[src/rtl/gr_pkg.sv]
// Package: gr_pkg
// Shared widths and the configuration word layout for the input scaler.
// Assumes a shift range of 0 .. 2**EXP_W-1 positions.
package gr_pkg;
    localparam int MANT_W  = 14;
    localparam int EXP_W   = 3;
    localparam int SCALE_W = 5;
    localparam int FRAC_W  = (1 << EXP_W) - 1;
    localparam int OUT_W   = MANT_W + FRAC_W;
    localparam int CFG_W   = 2 * SCALE_W + 1 + EXP_W;

    // Field order matters: the word is written as a flat vector.
    typedef struct packed {
        logic [EXP_W-1:0]   offset;
        logic               invert;
        logic [SCALE_W-1:0] quiet;
        logic [SCALE_W-1:0] loud;
    } cfg_t;
endpackage

[src/rtl/gr_cfg_reg.sv]
// Module: gr_cfg_reg
// Holds the configuration word. A write becomes visible on the cycle after
// the strobe, so a sample presented alongside a write still sees the old word.
// Assumes one writer and a synchronous active-low reset.
module gr_cfg_reg
    import gr_pkg::*;
(
    input  logic             clk,
    input  logic             rst_n,
    input  logic             we,
    input  logic [CFG_W-1:0] wdata,
    output cfg_t             cfg_q
);
    // Capture the written word, clear it on reset.
    always_ff @(posedge clk) begin
        if (!rst_n) begin
            cfg_q <= '0;
        end else if (we) begin
            cfg_q <= cfg_t'(wdata);
        end
    end
endmodule

[src/rtl/gr_shift_calc.sv]
// Module: gr_shift_calc
// Turns a gain code into a right-shift amount: the code, or its one's
// complement when inverted, plus the offset, wrapped to EXP_W bits.
// Assumes the shift range is a power of two so the wrap is a truncation.
module gr_shift_calc #(
    parameter int EW = gr_pkg::EXP_W
) (
    input  logic [EW-1:0] code,
    input  logic          invert,
    input  logic [EW-1:0] offset,
    output logic [EW-1:0] shamt
);
    logic [EW-1:0] code_eff;

    // Pick the code polarity, then add the offset modulo 2**EW.
    always_comb begin
        code_eff = invert ? ~code : code;
        shamt    = code_eff + offset;
    end
endmodule

[src/rtl/gr_lane.sv]
// Module: gr_lane
// One input channel: aligns the mantissa above FRAC_W fractional bits,
// shifts it arithmetically right, and registers data, valid and the chosen
// scale value. Outputs hold while the enable is low.
// Assumes the configuration word is already registered by the caller.
module gr_lane
    import gr_pkg::*;
(
    input  logic              clk,
    input  logic              rst_n,
    input  cfg_t              cfg,
    input  logic              en,
    input  logic              sel,
    input  logic [EXP_W-1:0]  expo,
    input  logic [MANT_W-1:0] mant,
    output logic              valid,
    output logic [OUT_W-1:0]  data,
    output logic [SCALE_W-1:0] scale
);
    logic [EXP_W-1:0]        shamt;
    logic signed [OUT_W-1:0] aligned;
    logic signed [OUT_W-1:0] shifted;
    logic [SCALE_W-1:0]      scale_sel;

    gr_shift_calc #(.EW(EXP_W)) u_shift (
        .code   (expo),
        .invert (cfg.invert),
        .offset (cfg.offset),
        .shamt  (shamt)
    );

    // Place the mantissa above the fraction and apply the signed shift.
    always_comb begin
        aligned   = signed'({mant, {FRAC_W{1'b0}}});
        shifted   = aligned >>> shamt;
        scale_sel = sel ? cfg.loud : cfg.quiet;
    end

    // Register the result on enabled samples; valid tracks the enable.
    always_ff @(posedge clk) begin
        if (!rst_n) begin
            valid <= 1'b0;
            data  <= '0;
            scale <= '0;
        end else begin
            valid <= en;
            if (en) begin
                data  <= shifted;
                scale <= scale_sel;
            end
        end
    end
endmodule

[src/rtl/gr_input_scaler.sv]
// Module: gr_input_scaler
// Two-channel front-end normaliser for fixed-point or stepped-gain
// converters. One shared configuration word, one lane per channel.
// Assumes both channels run on the same clock as the configuration write.
module gr_input_scaler
    import gr_pkg::*;
(
    input  logic               clk,
    input  logic               rst_n,
    input  logic               cfg_we,
    input  logic [CFG_W-1:0]   cfg_wdata,
    input  logic               a_en,
    input  logic               a_sel,
    input  logic [EXP_W-1:0]   a_exp,
    input  logic [MANT_W-1:0]  a_mant,
    input  logic               b_en,
    input  logic               b_sel,
    input  logic [EXP_W-1:0]   b_exp,
    input  logic [MANT_W-1:0]  b_mant,
    output logic               a_valid,
    output logic [OUT_W-1:0]   a_data,
    output logic [SCALE_W-1:0] a_scale,
    output logic               b_valid,
    output logic [OUT_W-1:0]   b_data,
    output logic [SCALE_W-1:0] b_scale
);
    localparam int NLANE = 2;

    cfg_t               cfg_q;
    logic [NLANE-1:0]   en_v;
    logic [NLANE-1:0]   sel_v;
    logic [EXP_W-1:0]   exp_v   [NLANE];
    logic [MANT_W-1:0]  mant_v  [NLANE];
    logic [NLANE-1:0]   valid_v;
    logic [OUT_W-1:0]   data_v  [NLANE];
    logic [SCALE_W-1:0] scale_v [NLANE];

    gr_cfg_reg u_cfg (
        .clk   (clk),
        .rst_n (rst_n),
        .we    (cfg_we),
        .wdata (cfg_wdata),
        .cfg_q (cfg_q)
    );

    // Gather the named channel ports into lane arrays.
    always_comb begin
        en_v      = {b_en, a_en};
        sel_v     = {b_sel, a_sel};
        exp_v[0]  = a_exp;
        exp_v[1]  = b_exp;
        mant_v[0] = a_mant;
        mant_v[1] = b_mant;
    end

    for (genvar i = 0; i < NLANE; i++) begin : g_lane
        gr_lane u_lane (
            .clk   (clk),
            .rst_n (rst_n),
            .cfg   (cfg_q),
            .en    (en_v[i]),
            .sel   (sel_v[i]),
            .expo  (exp_v[i]),
            .mant  (mant_v[i]),
            .valid (valid_v[i]),
            .data  (data_v[i]),
            .scale (scale_v[i])
        );
    end

    // Spread the lane results back onto the named output ports.
    always_comb begin
        a_valid = valid_v[0];
        b_valid = valid_v[1];
        a_data  = data_v[0];
        b_data  = data_v[1];
        a_scale = scale_v[0];
        b_scale = scale_v[1];
    end
endmodule

[config.mk]
export PLATFORM = sky130hd
export DESIGN_NAME = gr_input_scaler
export DESIGN_NICKNAME = d
export VERILOG_FILES = /design/src/rtl/gr_pkg.sv /design/src/rtl/gr_cfg_reg.sv /design/src/rtl/gr_shift_calc.sv /design/src/rtl/gr_lane.sv /design/src/rtl/gr_input_scaler.sv
export SDC_FILE = /design/constraint.sdc
export NUM_CORES = 1
export LEC_CHECK = 0
export ABC_AREA = 1
export BUFFER_PORTS_ARGS = -buffer_cell sky130_fd_sc_hd__buf_4
export CORE_MARGIN = 2
export CORE_UTILIZATION = 55
export CTS_BUF_LIST = sky130_fd_sc_hd__clkbuf_4 sky130_fd_sc_hd__clkbuf_8 sky130_fd_sc_hd__clkbuf_16
export DETAILED_ROUTE_END_ITERATION = 10
export GPL_TIMING_DRIVEN = 0
export PLACE_DENSITY = 0.82
export SLEW_MARGIN = 20
export SYNTH_ARGS = -nofsm -noshare
export SYNTH_HDL_FRONTEND = slang
export SYNTH_SLANG_ARGS = --single-unit
[constraint.sdc]
create_clock -name clk -period 3.2 [get_ports clk]
set_input_delay 0.32 -clock clk [delete_from_list [all_inputs] [get_ports clk]]
set_output_delay 0.32 -clock clk [all_outputs]
set_load 0.03 [all_outputs]
# Word level (Yosys, flattened, before mapping)
# Index checks and enable logic that the tools add are counted.
[op_classes]
bitwise = 2
add_sub_neg = 2
shift = 2
n_mux = 4
[ops]
columns = ["cell", "n"]
rows = [
  ["$sshr A21 B3 Y21", 2],
  ["$mux W5", 2],
  ["$add A3 B3 Y3", 2],
  ["$mux W3", 2],
  ["$not A3 Y3", 2],
]
[totals]
word_cells = 20
regBits = 68
input_bits = 55
out_inout_bits = 54

# Longest topological paths before layout
# Gate-level depths: netlist (run 1).
[depth]
depth_word = 4
depth_mapped = 15
ltp_nobuf = 14

# By module
# From an unflattened synthesis (run 1), not the netlist that was laid out.
[unflattened]
cells_unflattened = 596
hier_area_um2 = 3890.0
[modules_own_cells]
columns = ["mod", "cells_each", "area_per_inst_um2", "n_inst", "seq_area_each_um2"]
rows = [
  ["gr_lane", 233, 1539.0, 2, 540.5],
  ["gr_cfg_reg", 88, 584.3, 1, 280.3],
  ["gr_shift_calc", 21, 113.9, 2, 0.0],
]

# Least setup slack after synthesis (run 1)
# No wires, ideal clock.
[synth_timing]
path_kind = "register -> register"
startpoint = "register, netlist name u_cfg.cfg_q[10]"
endpoint = "register g_lane[0].u_lane.data[8]"
slack_ns = 1.070
required_ns = 3.083
arrival_ns = 2.013
period_less_slack_ns = 2.130
path_stages_with_launch = 12
n_path_buf = 2
setup_ns = 0.117
cell_sequence = "dfxtp_1 buf_6 xor2_1 ha_1 inv_1 fa_1 inv_1 buf_2 o21ai_0 nor2_1 nor2_1 nor2_1"
[synth_between]
elab_chain_cells = 3
[synth_rtl]
columns = ["element", "line_no", "source"]
rows = [
  ["$mux W3", "gr_shift_calc.sv:17", "code_eff = invert ? ~code : code;"],
  ["$add A3 B3 Y3", "gr_shift_calc.sv:18", "shamt = code_eff + offset;"],
  ["$sshr A21 B3 Y21", "gr_lane.sv:35", "shifted = aligned >>> shamt;"],
  ["end signal: assignment", "gr_lane.sv:48", "data <= shifted;"],
  ["end: declaration", "gr_lane.sv:17", "output logic [OUT_W-1:0] data,"],
]
# No other way between the ends.
# A chain may end at the register's enable or synchronous reset.

# Worst setup path after layout (run 1)
[layout_timing]
startpoint = "register, netlist name u_cfg.cfg_q[10]"
endpoint = "register g_lane[0].u_lane.data[15]"
[layout_between]
elab_chain_cells = 3
[layout_rtl]
columns = ["element", "line_no"]
rows = [
  ["$mux W3", "gr_shift_calc.sv:17"],
  ["$add A3 B3 Y3", "gr_shift_calc.sv:18"],
  ["$sshr A21 B3 Y21", "gr_lane.sv:35"],
]
# No other way between the ends.

==> impl_metrics.json, run 1 <==
{
  "status": "finished, final reports clean",
  "critPathKind": "reg2reg",
  "routed_wl_um": 11760,
  "start_util": 0.5711,
  "die-area_um2": 7783,
  "yosysMostFrequentCell": "nand2_1",
  "vdd_drop_max_uv": 364.6,
  "fmax_ghz": 0.3901,
  "hold_class": "in2reg",
  "ys.flop_type": "dfxtp_1",
  "synth_area_um2": 3901,
  "cts_resized": 0,
  "syn2layout_area_growth_pct": 28.74,
  "synth_fp_nets": 693,
  "tightest_slew_ns": 0.4867,
  "synth_top_cell_area_share": 0.3489,
  "dr.pass1.iters": 5,
  "synth-seq-area-share": 0.3489,
  "cts-buffers-inserted": 9,
  "crit_path_max_incr_delay_ns": 0.60,
  "grt_pass1_vias": 3952,
  "cts_post_setup_buffers_inserted": 0,
  "antenna_found_initial": 0,
  "ys_ff_latch": 68,
  "clock_skew_ns": 0.01221,
  "worst_slack_ns": 0.6366,
  "die_y_um": 88.22,
  "die_w_um": 88.22,
  "core_um2": 6832,
  "path_common_cell": "nand2_1",
  "remaining_drc_errors": 0,
  "cts_hold_buffers": 0,
  "yosys-top-cells-count": "nand2_1, nor2_1, dfxtp_1",
  "antenna-diode-count": 0,
  "cp_max_fo": 10,
  "fin_setup_tns_ns": 0,
  "ios": 109,
  "yosys-top-cells-area": "dfxtp_1, nand2_1, nand3_1, nor2_1, o21ai_0",
  "holdWs_ns": 0.1858,
  "syn_inst": 633,
  "endpoint_kind": "flop",
  "wl_met1_um": 5194,
  "yosys.area.top_type": "dfxtp_1",
  "placed_cell_area_um2": 4817,
  "start_kind": "flop",
  "root_buffer": "clkbuf_8",
  "drive_gt1_frac": 0.2146,
  "grt_pass1_wl_um": 18540,
  "port_buffers": 106,
  "synth_cell_types": 25,
  "dr.max_layer_used": "met4",
  "setup-violations-final": 0,
  "htreeDepth": 3,
  "hold_viol": 0,
  "wl_per_cell_um": 13.82,
  "wl_met2_um": 5625,
  "clkSinkCount": 68,
  "nFillCells": 604,
  "viasPerCell": 5.197,
  "cts_tree": "built",
  "grt_max_degree": 15,
  "clk_latency_ns": 0.37,
  "timing.max_cap.violations": 0,
  "place_congestion": 0.9554,
  "ant_nets": 0,
  "rows": 30,
  "place_worst_setup_slack_ns": 0.6797,
  "min_period_over_period": 0.8011,
  "rsz0062_at_grt": "false",
  "clockBufferDepth": 2,
  "drt_iter0_drc": 290,
  "critPathSlowestCell": "fa_1",
  "crit_required_ns": 3.50,
  "p_per_area_nw_per_um2": 570.8,
  "crit_arrival_ns": 2.87,
  "num_vias": 4423,
  "p_leak_nw": 2.744,
  "slew_headroom": 0.6755,
  "clkTransAtPathRegs_ns": 0.09,
  "cp_cell_sequence": "buf_6 -> xor2_1 -> ha_1 -> inv_1 -> fa_1 -> inv_1 -> buf_2 -> o21ai_0 -> nand2_1 -> nand2_1 -> nand2_1 -> nand2_1",
  "fin_crit_ns": 2.563,
  "grt_usage": 0.3069,
  "design_area_um2": 5022,
  "synth-edff-count": 0,
  "avgSynthCellArea_um2": 6.163,
  "detailed_place_hpwl_um": 8918,
  "grt-ovfl-total": 0,
  "yosysWarnings": 0,
  "fin_nets": 810,
  "report.final.slew_viol_count": 0,
  "synth-async-reset-ratio": 0,
  "wl_met3_um": 804
}
## per-layer routing
layer | vias to the layer above | GRT usage
met5 | - | 0
li1 | 2201 | -
met4 | 0 | 0.08127
met2 | 176 | 0.5085
met1 | 2029 | 0.4098
met3 | 17 | 0.06250
## flip-flops by register name (all words and copies together), names as in the netlist
name                 cells
g_lane.u_lane.data      42
g_lane.u_lane.scale     10
g_lane.u_lane.valid      2
u_cfg.cfg_q             14
## placed cells by master (no fill, tap or decap), types with 10 or more instances in the layout
| cell | synthesis | layout |
|---|---|---|
| clkbuf_1 | 10 | 10 |
| nand3_1 | 63 | 63 |
| nor2_1 | 79 | 79 |
| a21oi_1 | 16 | 16 |
| inv_1 | 66 | 66 |
| o21ai_0 | 55 | 55 |
| dfxtp_1 | 68 | 68 |
| buf_4 | 0 | 106 |
| nand2_1 | 218 | 218 |
| buf_2 | 13 | 13 |
## final timing paths
kind / from / endpoint / slack [ns] / depth (start not counted)
setup / recovery: u_cfg.cfg_q[10]$_SDFFE_PN0P_ / g_lane[0].u_lane.data[15]$_SDFFE_PN0P_ / 0.64 / 12
hold / removal: cfg_wdata[0] / u_cfg.cfg_q[0]$_SDFFE_PN0P_ / 0.19 / 3
setup reg to reg: u_cfg.cfg_q[10]$_SDFFE_PN0P_ / g_lane[0].u_lane.data[15]$_SDFFE_PN0P_ / 0.64 / 12
hold reg to reg: g_lane[0].u_lane.data[15]$_SDFFE_PN0P_ / g_lane[0].u_lane.data[15]$_SDFFE_PN0P_ / 0.46 / 2
## cell families (layout without fill, tap and decap cells)
kind of cell	Yosys count	count (layout)	synth area share
xor gates and xnor gates	4	4	0.008982
DFF	68	68	0.3489
adders and majority gates	5	5	0.01989
AOI/OAI and AO/OA	75	75	0.09718
buffers and inverters	97	219	0.1078
and+or+nand+nor	384	384	0.4173
## stage by stage
stage / total power, W / util / cells
after floorplan: 0.001748 / - / 633
after global placement: 0.002081 / 0.7051 / 835
after detailed placement: 0.002096 / 0.7051 / 835
after CTS: 0.002847 / 0.7352 / 851
after global routing: 0.003027 / 0.7352 / 851
final: 0.002867 / 0.7352 / 851
## final cells by class
| type | instances | area, um^2 | area share |
|---|---|---|---|
| well taps | 96 | 120.1 | 0.02392 |
| clock inverters | 7 | 81.33 | 0.01619 |
| inverters | 68 | 257.7 | 0.05132 |
| clock buffers | 9 | 123.9 | 0.02466 |
| repair buffers | 106 | 795.8 | 0.1584 |
| flip-flops and latches | 68 | 1361 | 0.2711 |
| plain buffers | 29 | 162.7 | 0.03239 |
| multi-input cells | 468 | 2120 | 0.4220 |
## worst max-delay path, delay by kind of cell, from the launching register on
family	cells	cell delay (ns)
AO/OA/AOI/OAI	1	0.30
AND/OR/NAND/NOR	4	0.29
buffers and inverters	4	0.58
XOR/XNOR	1	0.21
adder cells (fa/ha/maj)	2	0.79
flip-flops	1	0.33
## power breakdown
| group | internal, W | total (W) | switching, W |
|---|---|---|---|
| Combinational | 0.000391 | 0.00112 | 0.000732 |
| Clock | 0.000371 | 0.000763 | 0.000392 |
| Sequential | 0.000929 | 0.000981 | 0.0000524 |
| Total | 0.00169 | 0.00287 | 0.00118 |
(Power assumes the default switching activity.)
==> inputs of run 2 (changes only) <==
ABC_AREA = 0   (was 1)
CORE_UTILIZATION = 47   (was 55)
PLACE_DENSITY = 0.74   (was 0.82)
clock period = 2.28 ns   (was 3.2 ns; I/O delays follow)
==> run 2 against run 1 <==
Effect of this change:
- the run now ends with setup timing left
- final cell count fell by 27%
- largest power group unchanged
- synthesized cell count fell by 39%
- core utilization fell by 6.4 points
- critical path type unchanged
- via count fell by 24%
- critical path depth fell by 4
- hold slack got worse by 0.046 ns
- maximum frequency rose by 11%
==> impl_metrics.json, run 2 <==
{
  "status": "finished with violations",
  "violations": "setup timing",
  "antenna-diode-count": 0,
  "synthMuxAreaShare": 0.2297,
  "core_um2": 7727,
  "endpoint_kind": "flop",
  "die-area_um2": 8681,
  "syn2layout_area_growth_pct": 38.80,
  "crit_path_max_incr_delay_ns": 0.54,
  "clk_latency_ns": 0.35,
  "viasPerCell": 5.427,
  "report.final.slew_viol_count": 0,
  "critPathKind": "reg2reg",
  "synth-async-reset-ratio": 0,
  "htreeDepth": 3,
  "p_leak_nw": 2.360,
  "synth_area_um2": 3737,
  "clkSinkCount": 68,
  "seq_power_share": 0.344,
  "yosys.area.top_type": "dfxtp_1",
  "fmax_ghz": 0.4341,
  "seq_area_um2": 1365,
  "num_vias": 3354,
  "detailed_place_hpwl_um": 7299,
  "place_worst_setup_slack_ns": -0.2272,
  "ys.flop_type": "dfxtp_1",
  "routed_wl_um": 10040,
  "clock_skew_ns": 0.01130,
  "top_register": "g_lane.u_lane.data",
  "hold_class": "in2reg",
  "crit_required_ns": 2.48,
  "crit_arrival_ns": 2.50,
  "synth-seq-area-share": 0.3642,
  "grt-ovfl-total": 0,
  "remaining_drc_errors": 0,
  "fin_util": 0.6713,
  "critical_path.top_delay_family": "adder cells",
  "die_y_um": 93.17,
  "vdd_drop_max_uv": 333.0,
  "ios": 109,
  "synth-edff-count": 0,
  "reg_top3": "g_lane.u_lane.data: 42 flops, u_cfg.cfg_q: 14 flops, g_lane.u_lane.scale: 10 flops",
  "slew_headroom": 0.6090,
  "synth_compound_area_frac": 0.1466,
  "drive_gt1_frac": 0.3798,
  "yosys-top-cells-count": "dfxtp_1, nand2_1, mux2i_1",
  "fin_nets": 571,
  "antenna_found_initial": 0,
  "ant_nets": 0,
  "place_congestion": 0.9151,
  "p_int_w": 0.002591,
  "setup-violations-final": 1,
  "tightest_slew_ns": 0.5865,
  "start_kind": "flop",
  "die_w_um": 93.17,
  "ys_ff_latch": 68,
  "p_switching_w": 0.001366,
  "cts_tree": "built",
  "root_buffer": "clkbuf_8",
  "combPwrFrac": 0.388,
  "cts-buffers-inserted": 9,
  "grt_pass1_vias": 3156,
  "syn_inst": 383,
  "min_period_over_period": 1.010,
  "timing.max_cap.violations": 0,
  "swShare": 0.3452,
  "fin_setup_tns_ns": -0.02363,
  "yosys-top-cells-area": "dfxtp_1, mux2i_1, mux4_2, nand2_1, o21ai_0",
  "grt_pass1_wl_um": 15770,
  "cp_max_fo": 7,
  "power.total_w": 0.003956,
  "yosysWarnings": 0,
  "synth_cell_types": 34,
  "final_common_cell": "buf_4",
  "wl_per_cell_um": 16.25,
  "largest_register_ffs": 42,
  "hold_viol": 0,
  "start_util": 0.4836,
  "yosysMostFrequentCell": "dfxtp_1",
  "synth_fp_nets": 443,
  "critPathSlowestCell": "mux4_2",
  "p_per_area_nw_per_um2": 762.7,
  "synthXorXnorAreaFrac": 0.04017,
  "multiInputGateArea_um2": 2337,
  "grt_max_degree": 13,
  "synth_top_cell_area_share": 0.3642,
  "clkTransAtPathRegs_ns": 0.08,
  "yosys.area_share.simple": 0.1376,
  "nFillCells": 604,
  "clockBufferDepth": 2,
  "dr.pass1.iters": 5,
  "synth_fa_ha_area_frac": 0.02076,
  "final_cell_mix": "buf_4, dfxtp_1, nand2_1",
  "synth_top_family_by_area": "multiplexers",
  "avgSynthCellArea_um2": 9.758,
  "p_clk_frac": 0.268,
  "rows": 32,
  "rsz0062_at_grt": "true",
  "critical_path_buf_inv_count": 2,
  "worst_slack_ns": -0.02363,
  "drt_iter0_drc": 190,
  "fin_crit_ns": 2.304,
  "grt_usage": 0.2342,
  "port_buffers": 104,
  "cp_cell_sequence": "xor2_1 -> ha_2 -> inv_2 -> fa_1 -> buf_6 -> mux4_2 -> nand2_2 -> a31oi_4"
}
==> run 2: changes by cell type in the layout (fill, tap and decap cells not counted), moves of 13 or more <==
cell     before  now
nand2_1     218   60
nor2_1       79    6
mux2i_1       0   42
a31oi_1       0   22
nor2b_1       0   17
mux4_2        0   18
nand3_1      63   10
o21ai_0      55   29
buf_4       106  119
inv_1        66    2
==> run 2: cell families (layout without fill, tap and decap cells) <==
family	count (synthesis)	after routing
multiplexers	63	63
XOR/XNOR	12	12
flip-flops	68	68
buffers and inverters	38	171
adder cells (fa/ha/maj)	5	5
AND/OR/NAND/NOR	111	111
AO/OA/AOI/OAI	86	86
==> run 2: area by class of cell <==
class                   instances  share of cell area
plain buffers                  33             0.04269
clock buffers                  11             0.02918
clock inverters                 5             0.01134
inverters                       4            0.002894
multi-input cells             277              0.4506
flip-flops and latches         68              0.2631
well taps                     102             0.02460
repair buffers                118              0.1756
==> run 2: tightest hold or removal path, delay by kind of cell <==
family / cells / cell delay, ns
buf+inv: 1 / 0.08
simple gates: 1 / 0.09
mux: 1 / 0.05
==> run 2: through the flow <==
| step | area [um^2] | std cells | hold slack (ns) |
|---|---|---|---|
| floorplan | 3749 | 383 | 0.3724 |
| global placement | 4657 | 589 | 0.4659 |
| detailed placement | 4657 | 589 | 0.4699 |
| CTS | 5012 | 611 | 0.1304 |
| global route | 5187 | 618 | 0.1403 |
| finish | 5187 | 618 | 0.1401 |
==> run 2: repair_timing <==
action,in CTS,in global routing
resized for setup,23,28
gates cloned,1,2
endpoints found under the setup margin,37,37
setup buffers,5,6
hold buffers,0,0
pin swaps,5,12
==> run 2: worst paths after layout <==
| kind | start | to | slack (ns) | depth (start not counted) |
|---|---|---|---|---|
| setup / recovery | u_cfg.cfg_q[10]$_SDFFE_PN0P_ | g_lane[1].u_lane.data[4]$_SDFFE_PN0P_ | -0.02 | 8 |
| hold / removal | cfg_wdata[9] | u_cfg.cfg_q[9]$_SDFFE_PN0P_ | 0.14 | 3 |
| setup reg to reg | u_cfg.cfg_q[10]$_SDFFE_PN0P_ | g_lane[1].u_lane.data[4]$_SDFFE_PN0P_ | -0.02 | 8 |
| hold reg to reg | g_lane[0].u_lane.data[3]$_SDFFE_PN0P_ | g_lane[0].u_lane.data[3]$_SDFFE_PN0P_ | 0.47 | 2 |
==> run 2: power by group through the flow <==
stage / sequential, W / combinational (W) / clock (W)
after CTS: 0.00136 / 0.00141 / 0.00107
after global placement: 0.00139 / 0.00130 / 0
after floorplan: 0.00156 / 0.000745 / 0
after detailed placement: 0.00139 / 0.00132 / 0
final: 0.00136 / 0.00153 / 0.00106
after global routing: 0.00138 / 0.00164 / 0.00113
==> run 2: routing by layer <==
| metal | track usage | wire (um) | vias up | share of wire |
|---|---|---|---|---|
| met5 | 0 | 0 | - | 0 |
| met4 | 0.08333 | 188 | 0 | 0.019 |
| met3 | 0.04915 | 627 | 21 | 0.062 |
| met2 | 0.3702 | 4841 | 123 | 0.48 |
| met1 | 0.3186 | 4383 | 1592 | 0.44 |
| li1 | - | - | 1618 | - |
==> inputs of run 3 (changes only) <==
CELL_PAD_IN_SITES_DETAIL_PLACEMENT = 1   (was default)
CELL_PAD_IN_SITES_GLOBAL_PLACEMENT = 1   (was default)
CORE_UTILIZATION = 35   (was 47)
HOLD_SLACK_MARGIN = 0.1   (was default)
==> run 3 against run 2 <==
Effect of this change:
- the run still ends with setup timing left
- die area up 33%
- sequential share of layout area down 0.70 points
- combinational power up 7%
- power up 4.6%
- critical path type unchanged
- critical endpoint is now g_lane[1].u_lane.data[13]$_SDFFE_PN0P_
- largest power group unchanged
==> impl_metrics.json, run 3 (synthesis results as in run 2) <==
{
  "p_clk_frac": 0.276,
  "routed_wl_um": 12130,
  "fin_crit_ns": 2.432,
  "dr.pass1.iters": 4,
  "viasPerCell": 5.203,
  "fmax_ghz": 0.4112,
  "wl_per_cell_um": 18.41,
  "vdd_drop_max_uv": 398.7,
  "min_period_over_period": 1.067,
  "timing.max_cap.violations": 0,
  "r2r-start": "u_cfg.cfg_q[10]$_SDFFE_PN0P_",
  "ios": 109,
  "nFillCells": 1168,
  "timing.rr.end": "g_lane[1].u_lane.data[13]$_SDFFE_PN0P_",
  "root_buffer": "clkbuf_8",
  "htreeDepth": 3,
  "hold-path-endpoint": "u_cfg.cfg_q[2]$_SDFFE_PN0P_",
  "drt_iter0_drc": 102,
  "seq_power_share": 0.330,
  "reg_top3": "g_lane.u_lane.data: 42 flops, u_cfg.cfg_q: 14 flops, g_lane.u_lane.scale: 10 flops",
  "p_per_area_nw_per_um2": 778.4,
  "path_common_cell": "buf_6",
  "cp_max_fo": 8,
  "clkTransAtPathRegs_ns": 0.08,
  "p_int_w": 0.002679,
  "clk_latency_ns": 0.34,
  "final_common_cell": "buf_4",
  "combPwrFrac": 0.394,
  "rr_worst_depth": 10,
  "r2r_slack_ns": -0.15,
  "detailed_place_hpwl_um": 8637,
  "grt_usage": 0.2075,
  "endpoint_kind": "flop",
  "crit_path_max_incr_delay_ns": 0.53,
  "num_vias": 3429,
  "die_w_um": 107.3,
  "crit_arrival_ns": 2.64,
  "port_buffers": 104,
  "syn2layout_area_growth_pct": 42.32,
  "clock_skew_ns": 0.006791,
  "power.total_w": 0.004140,
  "antenna-diode-count": 0,
  "hold_depth": 3,
  "die-area_um2": 11520,
  "fin_nets": 578,
  "start_kind": "flop",
  "critPathKind": "reg2reg",
  "cts_tree": "built",
  "hold_class": "in2reg",
  "grt_pass1_vias": 3541,
  "critical_path_buf_inv_count": 4,
  "start_util": 0.3620,
  "hp-start": "cfg_wdata[2]",
  "report.final.slew_viol_count": 0,
  "remaining_drc_errors": 0,
  "final_cell_mix": "buf_4, dfxtp_1, nand2_1",
  "setup-violations-final": 27,
  "hold_viol": 0,
  "place_worst_setup_slack_ns": -0.2870,
  "violations": "setup timing",
  "place_congestion": 0.9110,
  "clockBufferDepth": 2,
  "grt-ovfl-total": 0,
  "rsz0062_at_grt": "true",
  "slew_headroom": 0.5028,
  "p_leak_nw": 2.397,
  "largest_register_ffs": 42,
  "status": "finished with violations",
  "tightest_slew_ns": 0.7422,
  "cts-buffers-inserted": 9,
  "drive_gt1_frac": 0.3958,
  "fin_setup_tns_ns": -1.680,
  "critical_path.top_delay_family": "adder cells",
  "clkSinkCount": 68,
  "swShare": 0.3529,
  "p_switching_w": 0.001461,
  "antenna_found_initial": 0,
  "ant_nets": 0,
  "top_register": "g_lane.u_lane.data",
  "grt_max_degree": 14,
  "cp_cell_sequence": "buf_6 -> xor2_2 -> ha_2 -> inv_2 -> fa_2 -> buf_6 -> buf_6 -> mux4_2 -> nand2_2 -> a31oi_1",
  "die_y_um": 107.3,
  "crit_required_ns": 2.49,
  "critPathSlowestCell": "fa_2",
  "worst_slack_ns": -0.1521,
  "rows": 37,
  "core_um2": 10320,
  "grt_pass1_wl_um": 18570
}
run 3: layer usage:
layer	global-route usage	wire (um)
met3	0.03148	557
met1	0.2563	5070
met4	0.07692	249
met5	0	0
met2	0.3653	6252
run 3: worst max path at each step:
| stage | startpoint | to | cells past startpoint |
|---|---|---|---|
| 6_report | u_cfg.cfg_q[10]$_SDFFE_PN0P_ | g_lane[1].u_lane.data[13]$_SDFFE_PN0P_ | 10 |
| 5_1_grt | u_cfg.cfg_q[10]$_SDFFE_PN0P_ | g_lane[1].u_lane.data[13]$_SDFFE_PN0P_ | 10 |
| 4_1_cts | u_cfg.cfg_q[10]$_SDFFE_PN0P_ | g_lane[1].u_lane.data[6]$_SDFFE_PN0P_ | 10 |
| 3_5_place_dp | u_cfg.cfg_q[10]$_SDFFE_PN0P_ | g_lane[0].u_lane.data[11]$_SDFFE_PN0P_ | 10 |
| 3_3_place_gp | u_cfg.cfg_q[10]$_SDFFE_PN0P_ | g_lane[0].u_lane.data[15]$_SDFFE_PN0P_ | 10 |
| 2_1_floorplan | u_cfg.cfg_q[10]$_SDFFE_PN0P_ | g_lane[0].u_lane.data[15]$_SDFFE_PN0P_ | 10 |
run 3: cell type report:
type,instances,area (um^2),share of cell area
Clock buffer,9,123.9,0.02329
Sequential cell,68,1363,0.2562
Timing Repair Buffer,123,947.2,0.1781
Multi-Input combinational cell,278,2370,0.4455
Buffer,34,231.5,0.04352
Inverter,4,15.01,0.002823
Clock inverter,7,98.84,0.01858
Tap cell,136,170.2,0.03199
run 3: through the flow:
step	instances	util	hold WS, ns	instance area [um^2]
6_report	659	0.5152	0.1429	5319
5_1_grt	659	0.5152	0.1501	5319
4_1_cts	646	0.4928	0.1379	5087
3_5_place_dp	623	0.4552	0.4729	4700
3_3_place_gp	623	0.4552	0.4686	4700
2_1_floorplan	383	-	0.3724	3749
run 3: tightest hold or removal path, stage by stage:
cell	delay (ns)
buf_4	0.08
mux2i_1	0.05
nor2b_1	0.10
run 3: timing repair:
item                       CTS  global route
pin swaps                    3            14
setup endpoints to repair   40            40
hold buffers                 0             0
setup buffers                7            10
cloned                       0             3
gates resized for setup     18            37
run 3: power by group through the flow:
stage                     clock (W)  sequential [W]  combinational [W]
after floorplan                   0         0.00156           0.000745
after global placement            0         0.00139            0.00133
after detailed placement          0         0.00139            0.00135
after CTS                   0.00116         0.00137            0.00145
after global routing        0.00121         0.00138            0.00175
final                       0.00114         0.00137            0.00163
